--- config.mk ---
export PLATFORM = sky130hd
export DESIGN_NAME = opnd_addr_gen
export DESIGN_NICKNAME = d
export VERILOG_FILES = /design/src/rtl/oag_pkg.sv /design/src/rtl/oag_regfile.sv /design/src/rtl/oag_ptr_sel.sv /design/src/rtl/oag_compose.sv /design/src/rtl/opnd_addr_gen.sv
export SDC_FILE = /design/constraint.sdc
export NUM_CORES = 1
export LEC_CHECK = 0
export BUFFER_PORTS_ARGS = -buffer_cell sky130_fd_sc_hd__buf_2
export CAP_MARGIN = 5
export CORE_MARGIN = 1
export CORE_UTILIZATION = 36
export CTS_CLUSTER_DIAMETER = 100
export DETAILED_ROUTE_END_ITERATION = 6
export PLACE_DENSITY = 0.58
export SETUP_SLACK_MARGIN = 0.3
export SYNTH_ARGS = -nofsm -noshare
export SYNTH_HDL_FRONTEND = slang
export SYNTH_SLANG_ARGS = --single-unit
--- constraint.sdc ---
create_clock -name clk -period 3.62 [get_ports clk]
set_input_delay 0.362 -clock clk [delete_from_list [all_inputs] [get_ports clk]]
set_output_delay 0.362 -clock clk [all_outputs]
set_load 0.01 [all_outputs]
--- src/rtl/oag_pkg.sv ---
package oag_pkg;
  localparam int ADDR_W  = 16;
  localparam int PAGE_W  = 4;
  localparam int NUM_REG = 4;
  localparam int DISP_W  = 4;
  localparam int ZP_W    = 7;
  localparam int K_W     = 5;
  localparam int WP_IDX  = 1;

  typedef enum logic [1:0] {
    AM_PTR_DISP  = 2'd0,
    AM_ZPAGE     = 2'd1,
    AM_REG_CONST = 2'd2,
    AM_PTR_ALT   = 2'd3
  } amode_e;
endpackage

--- src/rtl/oag_regfile.sv ---
module oag_regfile #(
  parameter int NREG = oag_pkg::NUM_REG,
  parameter int AW   = oag_pkg::ADDR_W,
  parameter int PW   = oag_pkg::PAGE_W,
  localparam int IW  = $clog2(NREG)
) (
  input  logic                     clk,
  input  logic                     rst_n,
  input  logic                     wr_en,
  input  logic [IW-1:0]            wr_idx,
  input  logic [AW-1:0]            wr_data,
  input  logic                     wr_page_en,
  input  logic [PW-1:0]            wr_page,
  output logic [NREG-1:0][AW-1:0]  regs,
  output logic [NREG-1:0][PW-1:0]  pages
);
  logic [NREG-1:0] wr_hit;
  logic            pc_write;

  assign pc_write = wr_hit[0];

  for (genvar g = 0; g < NREG; g++) begin : g_reg
    logic [AW-1:0] r_q;
    logic [PW-1:0] p_q;

    assign wr_hit[g] = wr_en && (wr_idx == IW'(g));

    always_ff @(posedge clk) begin
      if (wr_hit[g]) r_q <= wr_data;
    end

    if (g == 0) begin : g_pc_page
      always_ff @(posedge clk or negedge rst_n) begin
        if (!rst_n)         p_q <= '0;
        else if (wr_hit[g]) p_q <= wr_data[PW-1:0];
      end
    end else begin : g_ptr_page
      always_ff @(posedge clk) begin
        if (wr_hit[g] && wr_page_en) p_q <= wr_page;
      end

      assert_page_hold_R7: assert property (@(posedge clk) disable iff (!rst_n)
        !(wr_hit[g] && wr_page_en) |=> $stable(pages[g]));
    end

    assign regs[g]  = r_q;
    assign pages[g] = p_q;
  end

  assert_reg_load_R7: assert property (@(posedge clk) disable iff (!rst_n)
    wr_en |=> regs[$past(wr_idx)] == $past(wr_data));

  assert_pc_page_load_R8: assert property (@(posedge clk) disable iff (!rst_n)
    pc_write |=> pages[0] == $past(wr_data[PW-1:0]));

  assert_pc_page_reset_R9: assert property (@(posedge clk)
    $rose(rst_n) |-> pages[0] == '0);
endmodule

--- src/rtl/oag_ptr_sel.sv ---
module oag_ptr_sel #(
  parameter int NREG   = oag_pkg::NUM_REG,
  parameter int AW     = oag_pkg::ADDR_W,
  parameter int PW     = oag_pkg::PAGE_W,
  parameter int WP     = oag_pkg::WP_IDX,
  localparam int IW    = $clog2(NREG)
) (
  input  logic                     clk,
  input  logic                     rst_n,
  input  logic [1:0]               mode,
  input  logic [IW-1:0]            ptr_sel,
  input  logic [NREG-1:0][AW-1:0]  regs,
  input  logic [NREG-1:0][PW-1:0]  pages,
  output logic [AW-1:0]            sel_reg,
  output logic [PW-1:0]            sel_page
);
  import oag_pkg::*;

  logic          zp_active;
  logic [IW-1:0] sel_idx;

  assign zp_active = (mode == AM_ZPAGE);
  assign sel_idx   = zp_active ? IW'(WP) : ptr_sel;
  assign sel_reg   = regs[sel_idx];
  assign sel_page  = pages[sel_idx];

  assert_zp_uses_wp_R4: assert property (@(posedge clk) disable iff (!rst_n)
    zp_active |-> (sel_reg == regs[WP]) && (sel_page == pages[WP]));
endmodule

--- src/rtl/oag_compose.sv ---
module oag_compose #(
  parameter int AW  = oag_pkg::ADDR_W,
  parameter int PW  = oag_pkg::PAGE_W,
  parameter int DW  = oag_pkg::DISP_W,
  parameter int ZW  = oag_pkg::ZP_W,
  parameter int KW  = oag_pkg::K_W,
  localparam int OW = AW + PW
) (
  input  logic           clk,
  input  logic           rst_n,
  input  logic [1:0]     mode,
  input  logic [AW-1:0]  sel_reg,
  input  logic [PW-1:0]  sel_page,
  input  logic [DW-1:0]  disp,
  input  logic [ZW-1:0]  zp_idx,
  input  logic [KW-1:0]  short_k,
  input  logic           byte_acc,
  input  logic           byte_hi,
  input  logic           vec_dst,
  output logic [OW-1:0]  op_addr
);
  import oag_pkg::*;

  // Word index (address bits AW-1..1) with the displacement merged by OR.
  function automatic logic [AW-2:0] f_or_field(input logic [AW-1:0] r, input logic [DW-1:0] d);
    return r[AW-1:1] | {{(AW-1-DW){1'b0}}, d};
  endfunction

  // Word index for a zero-page operand: pointer high bits, area bit, index.
  function automatic logic [AW-2:0] f_zpage(input logic [AW-1:0] r, input logic v,
                                            input logic [ZW-1:0] idx);
    return {r[AW-1:ZW+2], v, idx};
  endfunction

  function automatic logic [AW-1:0] f_reg_const(input logic [AW-1:0] r, input logic [KW-1:0] k);
    return r + {{(AW-KW){1'b0}}, k};
  endfunction

  logic          lane;
  logic [AW-2:0] disp_word;
  logic [AW-2:0] zp_word;
  logic [AW-1:0] const_sum;

  assign lane      = byte_acc & byte_hi;
  assign disp_word = f_or_field(sel_reg, disp);
  assign zp_word   = f_zpage(sel_reg, vec_dst, zp_idx);
  assign const_sum = f_reg_const(sel_reg, short_k);

  always_comb begin
    case (mode)
      AM_ZPAGE:     op_addr = {sel_page, zp_word, lane};
      AM_REG_CONST: op_addr = {sel_page, const_sum};
      default:      op_addr = {sel_page, disp_word, lane};
    endcase
  end

  assert_disp_or_R1: assert property (@(posedge clk) disable iff (!rst_n)
    (mode == AM_PTR_DISP || mode == AM_PTR_ALT) |->
      (op_addr[AW-1:DW+1] == sel_reg[AW-1:DW+1]) &&
      ((op_addr[DW:1] & disp) == disp) &&
      ((op_addr[DW:1] & sel_reg[DW:1]) == sel_reg[DW:1]) &&
      ($countones(op_addr[DW:1]) <= $countones(disp) + $countones(sel_reg[DW:1])));

  assert_page_bits_R2: assert property (@(posedge clk) disable iff (!rst_n)
    op_addr[OW-1:AW] == sel_page);

  assert_word_lane_R3: assert property (@(posedge clk) disable iff (!rst_n)
    (mode != AM_REG_CONST && !byte_acc) |-> op_addr[0] == 1'b0);

  assert_vector_area_R5: assert property (@(posedge clk) disable iff (!rst_n)
    (mode == AM_ZPAGE) |-> op_addr[ZW+1] == vec_dst);
endmodule

--- src/rtl/opnd_addr_gen.sv ---
module opnd_addr_gen #(
  parameter int NREG = oag_pkg::NUM_REG,
  parameter int AW   = oag_pkg::ADDR_W,
  parameter int PW   = oag_pkg::PAGE_W,
  parameter int DW   = oag_pkg::DISP_W,
  parameter int ZW   = oag_pkg::ZP_W,
  parameter int KW   = oag_pkg::K_W,
  parameter int WP   = oag_pkg::WP_IDX,
  localparam int IW  = $clog2(NREG),
  localparam int OW  = AW + PW
) (
  input  logic          clk,
  input  logic          rst_n,
  input  logic [1:0]    mode,
  input  logic [IW-1:0] ptr_sel,
  input  logic [DW-1:0] disp,
  input  logic [ZW-1:0] zp_idx,
  input  logic [KW-1:0] short_k,
  input  logic          byte_acc,
  input  logic          byte_hi,
  input  logic          vec_dst,
  input  logic          wr_en,
  input  logic [IW-1:0] wr_idx,
  input  logic [AW-1:0] wr_data,
  input  logic          wr_page_en,
  input  logic [PW-1:0] wr_page,
  output logic [OW-1:0] op_addr
);
  logic [NREG-1:0][AW-1:0] regs;
  logic [NREG-1:0][PW-1:0] pages;
  logic [AW-1:0]           sel_reg;
  logic [PW-1:0]           sel_page;

  oag_regfile #(.NREG(NREG), .AW(AW), .PW(PW)) u_regs (
    .clk(clk), .rst_n(rst_n), .wr_en(wr_en), .wr_idx(wr_idx), .wr_data(wr_data),
    .wr_page_en(wr_page_en), .wr_page(wr_page), .regs(regs), .pages(pages)
  );

  oag_ptr_sel #(.NREG(NREG), .AW(AW), .PW(PW), .WP(WP)) u_sel (
    .clk(clk), .rst_n(rst_n), .mode(mode), .ptr_sel(ptr_sel), .regs(regs),
    .pages(pages), .sel_reg(sel_reg), .sel_page(sel_page)
  );

  oag_compose #(.AW(AW), .PW(PW), .DW(DW), .ZW(ZW), .KW(KW)) u_comp (
    .clk(clk), .rst_n(rst_n), .mode(mode), .sel_reg(sel_reg), .sel_page(sel_page),
    .disp(disp), .zp_idx(zp_idx), .short_k(short_k), .byte_acc(byte_acc),
    .byte_hi(byte_hi), .vec_dst(vec_dst), .op_addr(op_addr)
  );
endmodule

==> metrics.yaml, run 1 <==
min-delay-start: "wr_page[3]"
grt-busiest-layer: "met2"
relSlewSlack: 0.417
finalHoldViolations: 0
antenna_found_initial: 1
start_util: 0.377
setup.worst_path.start: "mode[1]"
num_rows: 37
grt_max_degree: 25
fin_crit_ns: 3.26
maxCapViolCount: 0
die_height_um: 107
outcome: "completed"
antennaDiodeCount: 0
routedWlPerCell_um: 16.3
rsz0062_at_grt: "true"
synthArstFlopShare: 0.0500
use_met3: 0.0274
die_area_um2: 11400
synth.top_cell.area_share: 0.576
synth_area_um2: 3970
ys_ff_latch: 80
fin_crit_sh: 0.901
reg2reg_from: "u_regs.g_reg[0].p_q[3]"
numPortBuffers: 68
worstHoldPathType: "primary input to flip-flop"
area_delta_synth_final_pct: 27.6
synth.most_common_cell: "edfxtp_1"
path_clk_slew_ns: 0.08
grt_use_met1: 0.211
ir_drop_mv: 0.183
p_leak_uw: 0.00187
cp_max_fo: 4
drive_gt1_frac: 0.391
numCtsBuffers: 9
path_class: "primary input to output pin"
vias_per_cell: 5.16
setup_violations: 0
insertion_delay_ns: 0.33
grt_overflow: 0
grt.total_usage: 0.157
crit_path_end_kind: "output pin"
first_global_vias: 2698
synth_top_area_cell: "edfxtp_1"
syn_avg_cell_area_um2: 13.4
fillers: 903
gp_congestion: 0.788
critPathArrivalTime_ns: 2.90
drcViolationCount: 0
die_x_um: 107
cp_data_required_time_ns: 3.26
dr.pass1.iters: 4
ant_nets: 0
ctsHtreeMaxLevel: 3
use_met2: 0.249
synth-seq-area-share: 0.601
io_pins: 69
numClockSinks: 80
ys_types: 56
vias: 2734
syn_nets: 354
core_area_um2: 10500
synth_cells: 296
root_buffer: "clkbuf_8"
synthFlopType: "edfxtp_1"
worstMarginPinSlew_ns: 0.870
tritoncts: "built"
nets: 447
dp_hpwl_mm: 6.11
clock_path_buffers: 2
cp-start-kind: "primary input"
timing.fmax_mhz: 307
ys_warn_count: 0
place_area_um2: 4550
drtIter0Drc: 178
postRouteWirelength_mm: 8.66
final_max_slew_viol_count: 0
final_cell_area_um2: 5060
setup_tns_ns: 0
synth_commonest_cells: "76 x edfxtp_1, 25 x mux2i_1, 23 x a21oi_1, 15 x nand2_1, 13 x nor2b_1"
grt_pass1_wl_mm: 13.7
synth-edff-count: 76
skew_ns: 0
p_per_area_nw_per_um2: 456
synth_area_leaders: "edfxtp_1 58%, mux2i_1 6.3%, a21oi_1 2.9%"
[layout make-up]
class / count / area (um2) / share of cell area
Timing Repair Buffer: 95 / 577 / 0.114
Inverter: 8 / 32.5 / 0.00643
Tap cell: 136 / 170 / 0.0336
Multi-Input combinational cell: 195 / 1650 / 0.325
Clock buffer: 10 / 138 / 0.0272
Clock inverter: 6 / 115 / 0.0227
Sequential cell: 80 / 2380 / 0.471
[power by group]
| part | switching [uW] | total [uW] | internal, uW |
|---|---|---|---|
| combinational | 237 | 429 | 191 |
| sequential | 16.6 | 1080 | 1060 |
| clock | 317 | 797 | 480 |
| total | 570 | 2310 | 1740 |
[worst max-delay path: stages]
cell and delay [ns]:
buf_8 0.08, inv_4 0.03, ha_4 0.17, nor2_4 0.17
buf_12 0.14, mux2i_2 0.22, a21oi_2 0.12, ha_1 0.31
a21o_1 0.19, a21oi_2 0.15, o21a_2 0.17, nor4_4 0.06
and4_1 0.22, or3_1 0.37, buf_2 0.15
[cell usage in the layout (no fill, tap or decap), types with 4 or more instances in the layout]
cell type / netlist / layout
inv_1: 7 / 6
mux2_2: 6 / 6
nand4_1: 4 / 4
a21oi_2: 1 / 7
clkbuf_8: 0 / 10
a211o_1: 5 / 5
mux2i_2: 0 / 4
dfrtp_1: 4 / 4
nor2_1: 11 / 11
a211oi_1: 11 / 9
buf_4: 3 / 25
a21oi_1: 23 / 17
edfxtp_1: 76 / 76
o211ai_1: 5 / 5
buf_2: 2 / 65
nand2_1: 15 / 15
mux2i_1: 25 / 21
ha_1: 8 / 4
nor2b_1: 13 / 13
a221oi_1: 4 / 4
nor3_1: 5 / 4
[stage by stage]
stage	util	hold slack (ns)	power [uW]	worst slack, ns	cells
finish	0.481	0.223	2310	0.359	530
global route	0.481	0.212	2410	0.226	530
CTS	0.464	0.208	2290	0.273	522
detailed placement	0.433	0.172	1480	0.0994	503
global placement	0.433	0.172	1470	0.125	503
floorplan	-	0.0664	1340	0.314	296
[final timing paths]
path | depth (start not counted) | slack, ns | endpoint
setup / recovery | 15 | 0.36 | op_addr[15]
hold / removal | 1 | 0.22 | u_regs.g_reg[1].p_q[3]
setup reg to reg | 1 | 2.86 | u_regs.g_reg[0].p_q[3]
hold reg to reg | 1 | 0.53 | u_regs.g_reg[0].p_q[2]
max in group asynchronous | 2 | 3.15 | u_regs.g_reg[0].p_q[0]
min in group asynchronous | 2 | 0.35 | u_regs.g_reg[0].p_q[1]
[kinds of logic after synthesis]
logic type               share of synthesized area
AO/OA/AOI/OAI                                0.139
XOR/XNOR                                   0.00884
adder cells (fa/ha/maj)                     0.0303
buffers and inverters                       0.0252
flip-flops                                   0.601
multiplexers                                0.0802
AND/OR/NAND/NOR                              0.116
[metal layers]
layer	wire length (um)	vias up
li1	-	1354
met4	107	2
met3	345	10
met5	13	-
met1	4070	1310
met2	4120	58
[flip-flops by register name, summed over array words and instances, names as in the netlist]
| name | cells |
|---|---|
| u_regs.g.r_q | 64 |
| u_regs.g.p_q | 16 |
[what timing repair did]
item | in CTS | in global routing
endpoints found under the hold margin | 4 | 0
pin swaps | 6 | 24
gates resized for setup | 10 | 22
setup endpoints to repair | 9 | 10
buffers inserted | 2 | 8
hold buffers | 1 | 0
(Power assumes the default switching activity.)
==> run 2, diff against run 1 <==
--- a/config.mk
+++ b/config.mk
@@ -5,6 +5,7 @@
 export SDC_FILE = /design/constraint.sdc
 export NUM_CORES = 1
 export LEC_CHECK = 0
+export ABC_AREA = 1
 export BUFFER_PORTS_ARGS = -buffer_cell sky130_fd_sc_hd__buf_2
 export CAP_MARGIN = 5
 export CORE_MARGIN = 1
==> run 2 against run 1 <==
Effect of this change: design area shrank 0.84%; combinational power shrank 4.7%; clock skew is the same; synthesized cell count grew 43%; critical path type unchanged; setup slack gained 0.13 ns; utilization shrank 2.1 points; critical path depth grew 6; register-to-register slack gained 0.15 ns.
==> metrics.yaml, run 2 <==
dr.pass1.iters: 5  # +1
crit_path_end_kind: "output pin"
start_util: 0.370  # -0.00682
routedWlPerCell_um: 14.7  # -10%
grt_overflow: 0  # unchanged
synth_area_um2: 4030  # +1.7%
reg2reg_from: "u_regs.g_reg[0].p_q[3]"
numPortBuffers: 68  # unchanged
die_height_um: 108  # +0.85%
synthArstFlopShare: 0.0500  # unchanged
die_x_um: 108  # +0.85%
dr_wl_met3_um: 331  # -4.1%
synth_top_area_cell: "edfxtp_1"
synth.most_common_cell: "nand2_1"
grt.total_usage: 0.173  # +0.0164
numClockSinks: 80  # unchanged
ir_drop_mv: 0.304  # +66%
ys_warn_count: 0  # unchanged
largestRegisters: "u_regs.g.r_q: 64 flops, u_regs.g.p_q: 16 flops"
grt_pass1_wl_mm: 14.9  # +9.0%
clock_path_buffers: 2  # unchanged
timing.hold.ws_ns: 0.211  # -0.0120 ns
r2r_slack_ns: 3.01  # +0.15 ns
ctsHtreeMaxLevel: 3  # unchanged
fin_crit_sh: 0.866  # -0.0353
cp-endpoint: "op_addr[10]"
p_per_area_nw_per_um2: 435  # -4.6%
antennaDiodeCount: 0  # unchanged
topRoutingLayerUsed: "met4"
dp_hpwl_mm: 6.85  # +12%
path_clk_slew_ns: 0.08  # about the same
place_ws_ns: 0.0288  # -0.0706 ns
fin_crit_ns: 3.13  # -0.128 ns
path_class: "primary input to output pin"
antenna_found_initial: 0  # -1
synth_commonest_cells: "120 x nand2_1, 76 x edfxtp_1, 63 x inv_1, 30 x nand3_1, 23 x nor2_1"
root_buffer: "clkbuf_8"
r2r-end: "u_regs.g_reg[0].p_q[3]"
worstHoldPathType: "primary input to flip-flop"
cp_data_required_time_ns: 3.26  # about the same
setup_tns_ns: 0  # unchanged
timing.fmax_mhz: 319  # +4.1%
cp-start-kind: "primary input"
skew_ns: 0  # unchanged
synth-edff-count: 76  # unchanged
ant_nets: 0  # unchanged
syn_nets: 480  # +36%
worstMarginPinSlew_ns: 0.979  # +0.109 ns
gp_congestion: 0.848  # +7.6%
vias_per_cell: 4.80  # -6.9%
drtIter0Drc: 163  # -8.4%
postRouteWirelength_mm: 9.58  # +11%
reg2regPathDepth: 2  # +1
relSlewSlack: 0.345  # -0.0721
first_global_vias: 2906  # +7.7%
critPathArrivalTime_ns: 2.77  # -0.13 ns
synthFlopType: "edfxtp_1"
tritoncts: "built"
core_area_um2: 10900  # +3.6%
layout_commonest_cell: "nand2_1"
numCtsBuffers: 9  # unchanged
drive_gt1_frac: 0.273  # -0.118
drcViolationCount: 0  # unchanged
die_area_um2: 11600  # +1.7%
p_leak_uw: 0.00220  # +18%
ys_ff_latch: 80  # unchanged
synth-seq-area-share: 0.591  # -0.0102
synth_area_leaders: "edfxtp_1 57%, nand2_1 11%, inv_1 5.9%"
syn_avg_cell_area_um2: 9.56  # -29%
io_pins: 69  # unchanged
cp_max_fo: 10  # +6
grt_max_degree: 26  # +4.0%
rsz0062_at_grt: "false"
fin_ws_ns: 0.487  # +0.128 ns
area_delta_synth_final_pct: 24.4
num_rows: 38  # +2.7%
layout_common_cells: "119 x nand2_1, 76 x edfxtp_1, 68 x buf_2"
ys_types: 33  # -41%
finalHoldViolations: 0  # unchanged
largest-register: "u_regs.g.r_q"
final_core_util: 0.461  # -0.0207
wl_met1_mm: 4.35  # +6.9%
setup_violations: 0  # unchanged
synth.top_cell.area_share: 0.566  # -0.00982
p_total_uw: 2180  # -5.4%
final_max_slew_viol_count: 0  # unchanged
maxCapViolCount: 0  # unchanged
synth_cells: 422  # +43%
outcome: "completed"
route.met2.wl_mm: 4.79  # +16%
nets: 567  # +27%
largest_reg_flops: 64  # unchanged
setup.worst_path.start: "mode[1]"
vias: 3135  # +15%
insertion_delay_ns: 0.34  # about the same
-- run 2: through the flow --
step / cells / instance area [um2]
2_1_floorplan: 422 / 4030
3_3_place_gp: 626 / 4560
3_5_place_dp: 626 / 4560
4_1_cts: 642 / 4840
5_1_grt: 653 / 5020
6_report: 653 / 5020
-- run 2: repair_timing --
item	4_1_cts	5_1_grt
setup buffers	0	11
endpoints found under the setup margin	10	10
endpoints found under the hold margin	4	0
hold buffers	1	0
pin swaps	0	13
resized for setup	12	24
-- run 2: how the worst min path moves through the flow --
stage	startpoint	endpoint	slack, ns	depth (start not counted)
final	wr_page[0]	u_regs.g_reg[1].p_q[0]	0.21	1
after detailed placement	rst_n	u_regs.g_reg[0].p_q[0]	0.17	1
after CTS	wr_page[0]	u_regs.g_reg[1].p_q[0]	0.20	1
after global routing	wr_page[0]	u_regs.g_reg[1].p_q[0]	0.19	1
after global placement	rst_n	u_regs.g_reg[0].p_q[2]	0.17	1
after floorplan	rst_n	u_regs.g_reg[0].p_q[0]	0.07	0
-- run 2: critical path, stage by stage --
cell and delay (ns):
buf_2 0.11, inv_2 0.06, ha_4 0.19, inv_6 0.07
nand2_8 0.10, o21ai_2 0.07, o22ai_2 0.28, ha_4 0.21
fa_2 0.21, nand3_1 0.07, nand2_1 0.09, nand2_1 0.07
nand2_1 0.08, nand2_2 0.08, nor2_4 0.19, buf_6 0.12
nand2_1 0.05, nand2_1 0.06, nand3_1 0.07, o21ai_1 0.08
buf_2 0.14
-- run 2: per-layer routing --
| layer | vias to the layer above | global-route usage |
|---|---|---|
| met4 | 0 | 0.0646 |
| met1 | 1473 | 0.227 |
| met5 | - | 0 |
| li1 | 1589 | - |
| met2 | 64 | 0.286 |
| met3 | 9 | 0.0315 |
-- run 2: where the power goes --
part | switching, uW | internal (uW) | total [uW]
clock network | 310 | 386 | 696
logic | 251 | 158 | 409
registers | 13.8 | 1060 | 1080
total | 575 | 1610 | 2180
-- run 2: cell type report --
class                      instances  area, um2
inverter                          65        249
tap                              140        175
multi-input combinational        264       1490
clock buffer                      10        128
timing repair buffer              89        512
clock inverter                     5       81.3
fill                            1051       5870
sequential                        80       2380
-- run 2: cells by family after synthesis --
kind of cell    count (synthesis)  synth area share
simple gates                  194             0.205
fa+ha+maj                       9            0.0298
buf+inv                        78            0.0837
flops                          80             0.591
compound gates                 61            0.0906
